==> config.mk <==
export PLATFORM = sky130hd
export DESIGN_NAME = nzcv_predicate
export DESIGN_NICKNAME = d
export VERILOG_FILES = /design/src/rtl/nzcv_predicate.sv
export SDC_FILE = /design/constraint.sdc
export NUM_CORES = 1
export LEC_CHECK = 0
export BUFFER_PORTS_ARGS = -buffer_cell sky130_fd_sc_hd__buf_2
export CAP_MARGIN = 20
export CORE_MARGIN = 3
export CORE_UTILIZATION = 35
export CTS_CLUSTER_SIZE = 28
export DETAILED_ROUTE_END_ITERATION = 10
export PLACE_DENSITY = 0.88
export SLEW_MARGIN = 15
export SYNTH_ARGS = -nofsm -noshare
export SYNTH_HDL_FRONTEND = slang
export SYNTH_SLANG_ARGS = --single-unit
==> constraint.sdc <==
create_clock -name clk -period 2 [get_ports clk]
set_input_delay 0.1 -clock clk [delete_from_list [all_inputs] [get_ports clk]]
set_output_delay 0.1 -clock clk [all_outputs]
set_load 0.01 [all_outputs]
==> src/rtl/nzcv_predicate.sv <==
module nzcv_predicate #(
  parameter int DW = 32
) (
  input  logic          clk,
  input  logic          rst,
  input  logic          i_valid,
  input  logic [2:0]    i_class,
  input  logic          i_set_flags,
  input  logic [3:0]    i_cond,
  input  logic [DW-1:0] i_result,
  input  logic          i_carry,
  input  logic          i_overflow,
  input  logic          i_shift_carry,
  input  logic          i_reg_wr_req,
  input  logic          i_pc_wr_req,
  output logic [3:0]    o_nzcv,
  output logic          o_pass,
  output logic          o_reg_wr_en,
  output logic          o_pc_wr_en
);

  localparam logic [2:0] C_ADD = 3'd0, C_SUB = 3'd1, C_CMP = 3'd3,
                         C_CMN = 3'd4, C_TST = 3'd5, C_TEQ = 3'd6;

  logic [3:0] flags, flags_nxt;
  logic       f_n, f_z, f_c, f_v;
  logic       cond_ok, is_cmp, is_add, is_sub, upd;

  assign {f_n, f_z, f_c, f_v} = flags;

  always_comb begin
    unique case (i_cond)
      4'd0:    cond_ok = f_z;
      4'd1:    cond_ok = !f_z;
      4'd2:    cond_ok = f_c;
      4'd3:    cond_ok = !f_c;
      4'd4:    cond_ok = f_n;
      4'd5:    cond_ok = !f_n;
      4'd6:    cond_ok = f_v;
      4'd7:    cond_ok = !f_v;
      4'd8:    cond_ok = f_c && !f_z;
      4'd9:    cond_ok = !f_c || f_z;
      4'd10:   cond_ok = f_n == f_v;
      4'd11:   cond_ok = f_n != f_v;
      4'd12:   cond_ok = !f_z && (f_n == f_v);
      4'd13:   cond_ok = f_z || (f_n != f_v);
      4'd14:   cond_ok = 1'b1;
      default: cond_ok = 1'b0;
    endcase
  end

  assign is_cmp = (i_class == C_CMP) || (i_class == C_CMN) ||
                  (i_class == C_TST) || (i_class == C_TEQ);
  assign is_add = (i_class == C_ADD) || (i_class == C_CMN);
  assign is_sub = (i_class == C_SUB) || (i_class == C_CMP);

  assign o_pass      = i_valid && cond_ok;
  assign upd         = o_pass && (i_set_flags || is_cmp);
  assign o_reg_wr_en = o_pass && i_reg_wr_req && !is_cmp;
  assign o_pc_wr_en  = o_pass && i_pc_wr_req && !is_cmp;

  always_comb begin
    flags_nxt[3] = i_result[DW-1];
    flags_nxt[2] = ~|i_result;
    if (is_add)      flags_nxt[1] = i_carry;
    else if (is_sub) flags_nxt[1] = !i_carry;
    else             flags_nxt[1] = i_shift_carry;
    flags_nxt[0] = (is_add || is_sub) ? i_overflow : f_v;
  end

  always_ff @(posedge clk) begin
    if (rst)      flags <= 4'b0000;
    else if (upd) flags <= flags_nxt;
  end

  assign o_nzcv = flags;

endmodule


==> results.json <==
{
  "status": "completed",
  "arrival_ps": 1880,
  "drc_errors": 0,
  "use_met1_pct": 20.8,
  "rows": 14,
  "numCtsBuffers": 3,
  "clkTransAtPathRegs_ps": 40,
  "grt_util_met2_pct": 38.5,
  "grt-busiest-layer": "met2",
  "end_kind": "output port",
  "clk_latency_ps": 240,
  "met3_usage_pct": 3.91,
  "worstMarginPinSlew_ps": 313,
  "cts_sinks": 4,
  "hold_buffers": 0,
  "place.gp.congestion": 0.817,
  "p_int_mw": 0.242,
  "fp.dieW_um": 46.6,
  "hold_viol": 0,
  "routed_via_density": 5.58,
  "synth_area_um2": 578,
  "synth_edf_count": 0,
  "clock.fmax_ghz": 0.506,
  "avgSynthCellArea_um2": 7.71,
  "start_util_pct": 37.9,
  "rsz0062_at_grt": "true",
  "die_y_um": 46.6,
  "synth_area_leaders": "dfxtp_1, nor4_1, nand4_1, a21oi_1, mux2i_1",
  "antenna_found_initial": 0,
  "setup_viol_count_final": 0,
  "synth_top_area_share_pct": 13.9,
  "yosys_warnings": 0,
  "holdWs_ps": 111,
  "power_frac_seq_pct": 24.5,
  "max_cap_violations": 0,
  "ys_ff_latch": 4,
  "max_slew_margin_pct": 78.9,
  "ios": 55,
  "fin_skew_ps": 8.51,
  "grt-ovfl-total": 0,
  "gr-usage-all-layers_pct": 19.8,
  "synth_top_flop_cell": "dfxtp_1",
  "setup_ws_ps": 22.4,
  "insertedDiodeCount": 0,
  "drive_above_1_share_pct": 58.0,
  "yosysSeqAreaShare_pct": 13.9,
  "largest_reg_flops": 4,
  "critPathMaxFanout": 3,
  "htree_levels": 1,
  "cts_buffer_depth": 2,
  "dp_slack_ps": 130,
  "ir_drop_v": 0.000233,
  "drt-total-wl_um": 2120,
  "synth_cell_types": 38,
  "slew_viol_final": 0,
  "async_flop_share_pct": 0,
  "fin_crit_sh_pct": 98.9,
  "wl_per_cell_um": 13.7,
  "design_area_um2": 965,
  "ant_nets": 0,
  "hpwl_um": 1680,
  "vias": 859,
  "critical_path_class": "reg2out",
  "power_density_nw_per_um2": 374,
  "power_frac_comb_pct": 47.5,
  "p_total_mw": 0.361,
  "core_um2": 1520,
  "dpl_cell_area_um2": 853,
  "synthCells": 75,
  "firstDrtPassIters": 4,
  "fp.dieArea_um2": 2180,
  "cellLeakagePower_nw": 0.452,
  "port_buffers": 54,
  "power_switching_share_pct": 32.9,
  "tritoncts": "yes",
  "finalSetupTns_ps": 0,
  "required_ps": 1900,
  "netlist.top_cell.by_area": "dfxtp_1",
  "p_sw_mw": 0.119,
  "p_clk_share_pct": 28.0,
  "drt_iter0_drc": 16,
  "fin_nets": 188,
  "period_needed_ps": 1980,
  "grt_first_pass_wirelength_um": 3150,
  "cp-start-kind": "register",
  "syn_to_final_growth_pct": 66.9,
  "cts_root_buf": "clkbuf_4",
  "grt_max_degree": 13,
  "grt_pass1_vias": 841,
  "syn_nets": 123,
  "worstHoldPathType": "in2reg"
}
stage by stage:
stage / instances / util (%)
floorplan: 75 / -
global placement: 143 / 56.0
detailed placement: 143 / 56.0
CTS: 148 / 59.4
global route: 154 / 63.3
finish: 154 / 63.3
synth_stat cells (all sizes together) (2+ instances only):
| cell type | n |
|---|---|
| nor4 | 7 |
| a21oi | 6 |
| inv | 5 |
| nand4 | 5 |
| dfxtp | 4 |
| o31ai | 4 |
| a211oi | 3 |
| mux2i | 3 |
| nand2b | 3 |
| nor2 | 3 |
| nor3 | 3 |
| or2b | 3 |
| and3 | 2 |
| nand2 | 2 |
| o21ai | 2 |
power by group through the flow:
stage / Combinational [mW] / Sequential, mW / Clock (mW)
finish: 0.171 / 0.0885 / 0.101
floorplan: 0.0717 / 0.0919 / 0
global route: 0.188 / 0.0893 / 0.108
detailed placement: 0.143 / 0.0910 / 0
global placement: 0.138 / 0.0901 / 0
CTS: 0.150 / 0.0905 / 0.102
repair_timing:
action | CTS | global route
hold endpoints to repair | 0 | 0
pin swaps | 2 | 6
gates resized for setup | 5 | 5
setup endpoints to repair | 2 | 2
setup buffers | 2 | 6
final timing paths:
path / startpoint / end / slack, ps / cells past startpoint
worst max register to register: o_nzcv[2] / o_nzcv[3] / 110 / 8
worst min-delay path: i_overflow / o_nzcv[0] / 110 / 3
worst max-delay path: o_nzcv[0] / o_pc_wr_en / 20 / 7
worst min register to register: o_nzcv[1] / o_nzcv[1] / 520 / 2
placed cells by master, fill, tap and decap left out, types with 2 or more instances in the layout:
cell type / Yosys / routed
a211oi_1: 2 / 2
a21oi_1: 6 / 6
and3_1: 2 / 2
buf_2: 0 / 54
buf_4: 1 / 8
clkbuf_4: 1 / 3
dfxtp_4: 0 / 2
inv_1: 5 / 5
mux2i_1: 3 / 3
nand2_1: 2 / 2
nand2b_1: 3 / 3
nand4_1: 5 / 5
nor2_1: 3 / 2
nor3_2: 0 / 2
nor4_1: 7 / 7
o31ai_1: 4 / 4
or2b_1: 2 / 2
worst max-delay path, stage by stage, from the launching register on:
cell and delay [ps]:
dfxtp_4 350, xnor2_2 160, a41oi_2 140, a2111o_1 460
o21ai_2 160, nor2_2 60, and3_1 170, buf_2 130
final cells by class:
cell class,instances,area (um2)
clock buffer,3,22.5
fill,125,559
inverter,5,18.8
multi-input combinational,64,484
sequential,4,88.8
tap,16,20.0
timing repair buffer,62,330
routing by layer:
layer | up-vias | part of all wire, % | routed length [um]
met1 | 380 | 38 | 798
met4 | 0 | 1.8 | 38
met5 | - | 0 | 0
li1 | 427 | - | -
met2 | 46 | 52 | 1090
met3 | 6 | 8.7 | 184
logic make-up (layout without fill, tap and decap cells):
logic type | after synthesis | in the layout | share of synthesized area [%]
AOI/OAI and AO/OA | 22 | 22 | 31.0
xor gates and xnor gates | 2 | 2 | 3.03
buffers and inverters | 7 | 70 | 5.85
DFF | 4 | 4 | 13.9
muxes | 4 | 4 | 7.14
and+or+nand+nor | 36 | 36 | 39.2
No activity file was read; power rests on OpenSTA's default activity.
